===== config.mk =====
export PLATFORM = sky130hd
export DESIGN_NAME = memctl_csr_block
export DESIGN_NICKNAME = d
export VERILOG_FILES = /design/src/rtl/memctl_csr_pkg.sv /design/src/rtl/csr_access_decode.sv /design/src/rtl/csr_reg_file.sv /design/src/rtl/csr_diag_window.sv /design/src/rtl/memctl_csr_block.sv
export SDC_FILE = /design/constraint.sdc
export NUM_CORES = 1
export LEC_CHECK = 0
export ABC_CLOCK_PERIOD_IN_PS = 2000
export BUFFER_PORTS_ARGS = -buffer_cell sky130_fd_sc_hd__buf_2
export CAP_MARGIN = 20
export CORE_ASPECT_RATIO = 1.75
export CORE_UTILIZATION = 30
export DETAILED_ROUTE_END_ITERATION = 7
export SKIP_CTS_REPAIR_TIMING = 1
export SLEW_MARGIN = 5
export SYNTH_ARGS = -nofsm -noshare
export SYNTH_HDL_FRONTEND = slang
export SYNTH_SLANG_ARGS = --single-unit

===== constraint.sdc =====
create_clock -name clk -period 2 [get_ports clk]
set_input_delay 0.2 -clock clk [delete_from_list [all_inputs] [get_ports clk]]
set_output_delay 0.2 -clock clk [all_outputs]
set_load 0.02 [all_outputs]

===== src/rtl/memctl_csr_pkg.sv =====
package memctl_csr_pkg;
  localparam int WORD_W   = 32;
  localparam int NUM_REGS = 9;

  localparam int IX_ENABLE = 0;
  localparam int IX_DELAY  = 1;
  localparam int IX_FSTAT  = 2;
  localparam int IX_VIDEO  = 3;
  localparam int IX_FADR0  = 4;
  localparam int IX_FADR1  = 5;
  localparam int IX_DIAGR  = 6;
  localparam int IX_EVT0   = 7;
  localparam int IX_EVT1   = 8;

  localparam logic [1:0] SZ_BYTE = 2'd0;
  localparam logic [1:0] SZ_HALF = 2'd1;
  localparam logic [1:0] SZ_WORD = 2'd2;

  localparam logic [WORD_W-1:0] DELAY_WMASK = 32'h7FFF_FFFF;
  localparam logic [WORD_W-1:0] DELAY_RST   = 32'h0000_0020;
  localparam logic [WORD_W-1:0] FADR0_RST   = 32'h07C0_0000;

  // Variant tag placed in the top nibble of the enable register.
  function automatic logic [WORD_W-1:0] variant_tag(input int unsigned v);
    return {v[3:0], {(WORD_W-4){1'b0}}};
  endfunction

  function automatic logic [WORD_W-1:0] enable_wmask(input int unsigned v);
    return (v == 0) ? 32'h0000_0103 : 32'h0000_0BFF;
  endfunction

  function automatic logic [WORD_W-1:0] enable_store(input int unsigned v,
                                                     input logic [WORD_W-1:0] d);
    return (v == 0) ? (d & enable_wmask(v)) : (variant_tag(v) | (d & enable_wmask(v)));
  endfunction

  // Fields that survive a soft reset.
  function automatic logic [WORD_W-1:0] enable_keep(input int unsigned v);
    return (v == 0) ? 32'h0000_0100 : 32'hFF00_0BFC;
  endfunction

  // Bit 0 correctable (gated by enable bit 1), bit 3 uncorrectable.
  function automatic logic irq_cause(input logic [WORD_W-1:0] en,
                                     input logic [WORD_W-1:0] st);
    return (st[0] & en[1]) | st[3];
  endfunction
endpackage


===== src/rtl/csr_access_decode.sv =====
module csr_access_decode
  import memctl_csr_pkg::*;
#(
  parameter int ADDR_W = 6,
  localparam int IDX_W = ADDR_W - 2
) (
  input  logic              bus_valid,
  input  logic              bus_write,
  input  logic              bus_diag,
  input  logic [1:0]        bus_size,
  input  logic [ADDR_W-1:0] bus_addr,
  output logic [NUM_REGS-1:0] reg_wr,
  output logic [IDX_W-1:0]  reg_idx,
  output logic              main_rd,
  output logic              diag_wr,
  output logic              diag_rd,
  output logic [1:0]        diag_byte
);
  logic word_ok;
  logic byte_ok;
  logic mapped;

  assign reg_idx   = bus_addr[ADDR_W-1:2];
  assign word_ok   = bus_valid && !bus_diag && (bus_size == SZ_WORD);
  assign byte_ok   = bus_valid &&  bus_diag && (bus_size == SZ_BYTE);
  assign mapped    = (reg_idx < IDX_W'(NUM_REGS));
  assign main_rd   = word_ok && !bus_write && mapped;
  assign diag_wr   = byte_ok &&  bus_write;
  assign diag_rd   = byte_ok && !bus_write;
  assign diag_byte = bus_addr[1:0];

  for (genvar g = 0; g < NUM_REGS; g++) begin : g_wdec
    assign reg_wr[g] = word_ok && bus_write && (reg_idx == IDX_W'(g));
  end
endmodule


===== src/rtl/csr_reg_file.sv =====
module csr_reg_file
  import memctl_csr_pkg::*;
#(
  parameter int unsigned VARIANT = 0
) (
  input  logic                  clk,
  input  logic                  por_n,
  input  logic                  soft_rst,
  input  logic [NUM_REGS-1:0]   reg_wr,
  input  logic [WORD_W-1:0]     wdata,
  input  logic                  flt_valid,
  input  logic [WORD_W-1:0]     flt_status,
  input  logic [WORD_W-1:0]     flt_addr0,
  input  logic [WORD_W-1:0]     flt_addr1,
  output logic [NUM_REGS-1:0][WORD_W-1:0] reg_q,
  output logic                  irq
);
  localparam int N_PLAIN = 4;
  localparam int PLAIN_IDX [N_PLAIN] = '{IX_VIDEO, IX_DIAGR, IX_EVT0, IX_EVT1};

  logic [WORD_W-1:0] en_q, dly_q, fstat_q, fadr0_q, fadr1_q;
  logic [WORD_W-1:0] plain_q [N_PLAIN];
  logic irq_q;

  // Named events for the checks below.
  logic stat_wr, irq_set, irq_clr;
  assign stat_wr = reg_wr[IX_FSTAT];
  assign irq_set = flt_valid && irq_cause(en_q, flt_status);
  assign irq_clr = stat_wr && !irq_set;

  logic unused_fadr_wr;
  assign unused_fadr_wr = ^{reg_wr[IX_FADR0], reg_wr[IX_FADR1]};

  always_ff @(posedge clk or negedge por_n) begin
    if (!por_n)                en_q <= variant_tag(VARIANT);
    else if (soft_rst)         en_q <= en_q & enable_keep(VARIANT);
    else if (reg_wr[IX_ENABLE]) en_q <= enable_store(VARIANT, wdata);
  end

  always_ff @(posedge clk or negedge por_n) begin
    if (!por_n)                dly_q <= DELAY_RST;
    else if (soft_rst)         dly_q <= DELAY_RST;
    else if (reg_wr[IX_DELAY]) dly_q <= wdata & DELAY_WMASK;
  end

  // Capture has priority over the bus write.
  always_ff @(posedge clk or negedge por_n) begin
    if (!por_n)         fstat_q <= '0;
    else if (soft_rst)  fstat_q <= '0;
    else if (flt_valid) fstat_q <= flt_status;
    else if (stat_wr)   fstat_q <= wdata;
  end

  always_ff @(posedge clk or negedge por_n) begin
    if (!por_n) begin
      fadr0_q <= FADR0_RST;
      fadr1_q <= '0;
    end else if (soft_rst) begin
      fadr0_q <= FADR0_RST;
      fadr1_q <= '0;
    end else if (flt_valid) begin
      fadr0_q <= flt_addr0;
      fadr1_q <= flt_addr1;
    end
  end

  always_ff @(posedge clk or negedge por_n) begin
    if (!por_n)        irq_q <= 1'b0;
    else if (soft_rst) irq_q <= 1'b0;
    else if (irq_set)  irq_q <= 1'b1;
    else if (irq_clr)  irq_q <= 1'b0;
  end

  for (genvar g = 0; g < N_PLAIN; g++) begin : g_plain
    always_ff @(posedge clk or negedge por_n) begin
      if (!por_n)                     plain_q[g] <= '0;
      else if (soft_rst)              plain_q[g] <= '0;
      else if (reg_wr[PLAIN_IDX[g]])  plain_q[g] <= wdata;
    end
    assign reg_q[PLAIN_IDX[g]] = plain_q[g];
  end

  assign reg_q[IX_ENABLE] = en_q;
  assign reg_q[IX_DELAY]  = dly_q;
  assign reg_q[IX_FSTAT]  = fstat_q;
  assign reg_q[IX_FADR0]  = fadr0_q;
  assign reg_q[IX_FADR1]  = fadr1_q;
  assign irq = irq_q;

  assert_delay_msb_R3: assert property (@(posedge clk) disable iff (!por_n)
    1'b1 |-> !dly_q[WORD_W-1]);
  assert_irq_clear_R4: assert property (@(posedge clk) disable iff (!por_n)
    (stat_wr && !flt_valid && !soft_rst) |=> !irq);
  assert_addr_ro_R5: assert property (@(posedge clk) disable iff (!por_n)
    (!flt_valid && !soft_rst) |=> ($stable(fadr0_q) && $stable(fadr1_q)));
  assert_ue_raise_R6: assert property (@(posedge clk) disable iff (!por_n)
    (flt_valid && flt_status[3] && !soft_rst) |=> irq);
  assert_capture_wins_R7: assert property (@(posedge clk) disable iff (!por_n)
    (flt_valid && stat_wr && !soft_rst) |=> (fstat_q == $past(flt_status)));
  assert_soft_rst_R8: assert property (@(posedge clk) disable iff (!por_n)
    soft_rst |=> (!irq && fstat_q == '0 && dly_q == DELAY_RST));

  if (VARIANT != 0) begin : g_tag_chk
    assert_variant_tag_R2: assert property (@(posedge clk) disable iff (!por_n)
      1'b1 |-> (en_q[WORD_W-1:WORD_W-4] == VARIANT[3:0]));
  end
endmodule


===== src/rtl/csr_diag_window.sv =====
module csr_diag_window
  import memctl_csr_pkg::*;
#(
  parameter int unsigned VARIANT    = 0,
  parameter int          DIAG_BYTES = 4,
  localparam int         SEL_W      = $clog2(DIAG_BYTES)
) (
  input  logic             clk,
  input  logic             por_n,
  input  logic             diag_wr,
  input  logic [SEL_W-1:0] diag_byte,
  input  logic [7:0]       wbyte,
  output logic [7:0]       rbyte
);
  if (VARIANT == 0) begin : g_window
    logic [DIAG_BYTES-1:0][7:0] bytes_q;

    always_ff @(posedge clk or negedge por_n) begin
      if (!por_n)       bytes_q <= '0;
      else if (diag_wr) bytes_q[diag_byte] <= wbyte;
    end

    assign rbyte = bytes_q[diag_byte];

    assert_diag_hold_R11: assert property (@(posedge clk) disable iff (!por_n)
      !diag_wr |=> $stable(bytes_q));
  end else begin : g_absent
    logic unused_diag_in;
    assign unused_diag_in = ^{clk, por_n, diag_wr, diag_byte, wbyte};
    assign rbyte = 8'h00;
  end
endmodule


===== src/rtl/memctl_csr_block.sv =====
module memctl_csr_block
  import memctl_csr_pkg::*;
#(
  parameter int unsigned VARIANT = 0,
  parameter int          ADDR_W  = 6
) (
  input  logic              clk,
  input  logic              por_n,
  input  logic              soft_rst,
  input  logic              bus_valid,
  input  logic              bus_write,
  input  logic              bus_diag,
  input  logic [1:0]        bus_size,
  input  logic [ADDR_W-1:0] bus_addr,
  input  logic [31:0]       bus_wdata,
  output logic              rd_valid,
  output logic [31:0]       rd_data,
  input  logic              flt_valid,
  input  logic [31:0]       flt_status,
  input  logic [31:0]       flt_addr0,
  input  logic [31:0]       flt_addr1,
  output logic              irq
);
  localparam int IDX_W = ADDR_W - 2;

  logic [NUM_REGS-1:0] reg_wr;
  logic [IDX_W-1:0]    reg_idx;
  logic main_rd, diag_wr, diag_rd;
  logic [1:0] diag_byte;
  logic [NUM_REGS-1:0][WORD_W-1:0] reg_q;
  logic [7:0] diag_rbyte;
  logic [WORD_W-1:0] main_word, rd_next;

  csr_access_decode #(.ADDR_W(ADDR_W)) u_dec (
    .bus_valid(bus_valid), .bus_write(bus_write), .bus_diag(bus_diag),
    .bus_size(bus_size), .bus_addr(bus_addr),
    .reg_wr(reg_wr), .reg_idx(reg_idx), .main_rd(main_rd),
    .diag_wr(diag_wr), .diag_rd(diag_rd), .diag_byte(diag_byte)
  );

  csr_reg_file #(.VARIANT(VARIANT)) u_regs (
    .clk(clk), .por_n(por_n), .soft_rst(soft_rst), .reg_wr(reg_wr),
    .wdata(bus_wdata), .flt_valid(flt_valid), .flt_status(flt_status),
    .flt_addr0(flt_addr0), .flt_addr1(flt_addr1), .reg_q(reg_q), .irq(irq)
  );

  csr_diag_window #(.VARIANT(VARIANT), .DIAG_BYTES(4)) u_diag (
    .clk(clk), .por_n(por_n), .diag_wr(diag_wr), .diag_byte(diag_byte),
    .wbyte(bus_wdata[7:0]), .rbyte(diag_rbyte)
  );

  always_comb begin
    main_word = '0;
    for (int i = 0; i < NUM_REGS; i++)
      if (reg_idx == IDX_W'(i)) main_word = reg_q[i];
  end

  always_comb begin
    if (main_rd)      rd_next = main_word;
    else if (diag_rd) rd_next = {24'h0, diag_rbyte};
    else              rd_next = '0;
  end

  always_ff @(posedge clk or negedge por_n) begin
    if (!por_n) begin
      rd_valid <= 1'b0;
      rd_data  <= '0;
    end else begin
      rd_valid <= bus_valid && !bus_write;
      rd_data  <= rd_next;
    end
  end

  assert_rd_resp_R1: assert property (@(posedge clk) disable iff (!por_n)
    (bus_valid && !bus_write) |=> rd_valid);
  assert_onehot_wr_R1: assert property (@(posedge clk) disable iff (!por_n)
    1'b1 |-> $onehot0(reg_wr));
  assert_size_filter_R10: assert property (@(posedge clk) disable iff (!por_n)
    (bus_valid && !bus_diag && bus_size != SZ_WORD) |-> (reg_wr == '0));
endmodule


==> key figures <==
Outcome
  – Status: finished with violations
  – Failing checks: negative hold slack

Layout
  – Most frequent cells in the layout: nand2_1, dfrtp_1, a21oi_1, buf_2, mux2i_1
  – Nets: 1980
  – Fill count: 5242
  – Final cell count without fillers: 2534
  – Layout cells sized above 1: 23.6%
  – Commonest non-fill, non-tap cell in the layout: nand2_1
  – Multi-input logic area: 6840 µm²
  – Register Area: 8120 µm²
  – Fin area: 19600 µm²
  – Area Overhead vs Synth: 24.9%
  – Finished Core Util: 38.0%
  – Diode count: 0

Setup path
  – Max incr delay on CP: 0.58 ns
  – Crit Path Max Fanout: 64
  – CP Capture Type: flip-flop
  – Critical path required time: 2.42 ns
  – Crit-path cells: dlygate4sd3_1 > buf_2 > nand4bb_1 > o41a_2 > buf_12 > o31ai_1
  – Setup CP Type: in2reg
  – Slowest cell on the critical path: o41a_2
  – Critical path startpoint category: input pin
  – Arr. time, crit path: 2.29 ns

CTS
  – H-tree depth: 2
  – Clk Latency, worst-skew pair: 0.53 ns
  – CTS Buf Count: 34
  – Clock transition at path regs: 0.06 ns
  – CTS tree: done
  – Clk root buf: clkbuf_16
  – Clock sinks: 324
  – Max clock buf depth: 3

Synth
  – Register area share after synthesis: 51.8%
  – Syn Nets: 1744
  – FF+latch count, synth: 324
  – Cells after Synth: 1601
  – Avg Synthesized Cell Area: 9.78 µm²
  – Post-synth EDFFs: 0
  – Mapped cell area: 15700 µm²
  – Ys Warns: 0
  – Post-synth ARST share: 100%
  – Distinct cells, synth: 65
  – Prevailing post-synth register cell: dfrtp_1

Power and ir drop
  – Power Density: 784 nW/µm²
  – Pleak: 8.69 nW
  – VDD IR max: 566 µV
  – Power Total: 15.3 mW

STA
  – Final setup vio count: 0
  – Max Slew Vio Count: 0
  – Hold WS: -0.0384 ns
  – Relative slew slack: 56.9%
  – Final period util: 93.5%
  – Final hold viol count: 1
  – Final clock skew: 0.0193 ns
  – Post-layout min period: 1.87 ns
  – Setup tns final: 0 ns
  – Maximum clock rate: 535 MHz
  – RSZ-0062 raised after global routing: false
  – Slew @ Worst Pin: 0.647 ns

Global route
  – Grt ovf: 0
  – First-pass GRT wire length: 83000 µm
  – Vias in the first global route: 13463
  – Initial antenna violation count: 4
  – Largest net degree at the start of global routing: 120
  – All-Layer GR Usage: 20.9%

Route
  – Routed vias/inst: 5.18
  – Met3 WL: 2270 µm
  – Initial DRT Pass Iterations: 5
  – WL final: 56000 µm
  – Highest Signal Layer: met5
  – # DRC: 0
  – Vias: 13133
  – Met1 wire length: 19300 µm
  – WL/cell: 22.1 µm
  – DR iter-0 viols: 944
  – Detail Route met2 WL: 30300 µm
  – Post-DRT Antenna Nets: 0

Floorplanning
  – Die Wd: 175 µm
  – DIE HEIGHT: 304 µm
  – Initial Utilization: 30.4%
  – Die area: 53200 µm²
  – Core footprint: 51500 µm²
  – Ports: 177
  – Row count: 110

Place
  – Final Wtd Congestion: 0.921
  – Post-DP HPWL: 41000 µm
  – I/O Buffers: 176
  – Placed cells: 2405
  – Placement Cell Area: 17700 µm²

Job
  – Max cap viols: 0

Worst hold path
  – Worst hold path class: in2reg
[worst max-delay path: cells and delay by family]
| family | cells | cell delay, ns |
|---|---|---|
| AND/OR/NAND/NOR | 1 | 0.33 |
| buffers and inverters | 3 | 0.85 |
| AO/OA/AOI/OAI | 2 | 0.86 |
[registers in the layout, indices dropped and copies added (netlist names)]
signal / flops
rd_data: 32
rd_valid: 1
u_diag.g_window.bytes_q: 32
u_regs.dly_q: 31
u_regs.en_q: 3
u_regs.fadr0_q: 32
u_regs.fadr1_q: 32
u_regs.fstat_q: 32
u_regs.irq: 1
u_regs.reg_q: 128
[metrics by stage]
stage | hold WS (ns) | setup WS (ns)
after floorplan | -0.0956 | 0.439
after global placement | 0.176 | 0.0527
after detailed placement | 0.183 | 0.0542
after CTS | -0.372 | 0.375
after global routing | 0.00000683 | 0.0528
final | -0.0384 | 0.129
[area by class of cell]
type,instances,area share (%)
clock buffer,43,4.94
clock inverter,18,1.04
timing repair buffer,345,13.2
multi-input combinational,1127,35.0
sequential,324,41.5
inverter,5,0.0960
tap,672,4.30
[cells by family (layout without fill, tap and decap cells)]
family / after synthesis / in the layout / synth area share, %
compound gates: 371 / 371 / 16.1
buf+inv: 150 / 411 / 4.71
flops: 324 / 324 / 51.8
mux: 151 / 151 / 10.9
simple gates: 605 / 605 / 16.4
[report_power, final]
part / internal [mW] / total (mW) / switching [mW]
clock: 3.96 / 6.69 / 2.74
sequential: 6.78 / 6.96 / 0.175
combinational: 0.699 / 1.69 / 0.987
[metal layers]
metal	track usage, %	vias to the layer above
met5	0	-
li1	-	6020
met1	21.6	6549
met3	2.59	143
met2	39.0	413
met4	13.9	8
[worst paths after layout]
| check | start | cells past startpoint | endpoint | slack, ns |
|---|---|---|---|---|
| worst max-delay path | bus_valid | 6 | u_regs.fstat_q[7] | 0.13 |
| worst min-delay path | flt_addr1[28] | 3 | u_regs.fadr1_q[28] | -0.04 |
| worst max register to register | u_regs.fstat_q[0] | 3 | rd_data[0] | 0.36 |
| worst min register to register | u_regs.fstat_q[18] | 2 | u_regs.fstat_q[18] | 0.49 |
| max in group asynchronous | por_n | 3 | u_regs.dly_q[29] | 0.99 |
| min in group asynchronous | por_n | 2 | u_regs.fstat_q[2] | 0.23 |
[cells in the mapped netlist (7+ instances only)]
library cell	number	area [µm²]
clkbuf_1	74	278
o21ai_0	31	155
o211ai_1	19	143
nor2_1	99	372
nand3_1	7	35.0
and3_1	7	43.8
a221o_1	25	250
mux4_2	12	270
o31ai_2	28	350
mux2i_1	100	1000
nand2_1	404	1520
nor3_1	19	95.1
nand2b_1	21	131
o221ai_1	8	70.1
a21oi_1	185	926
buf_2	52	260
buf_6	11	124
nor2b_1	18	113
a22oi_1	10	75.1
mux2_2	39	439
a41oi_1	18	158
dfrtp_1	318	7960
Note: power is estimated with default switching activity, not from simulation.
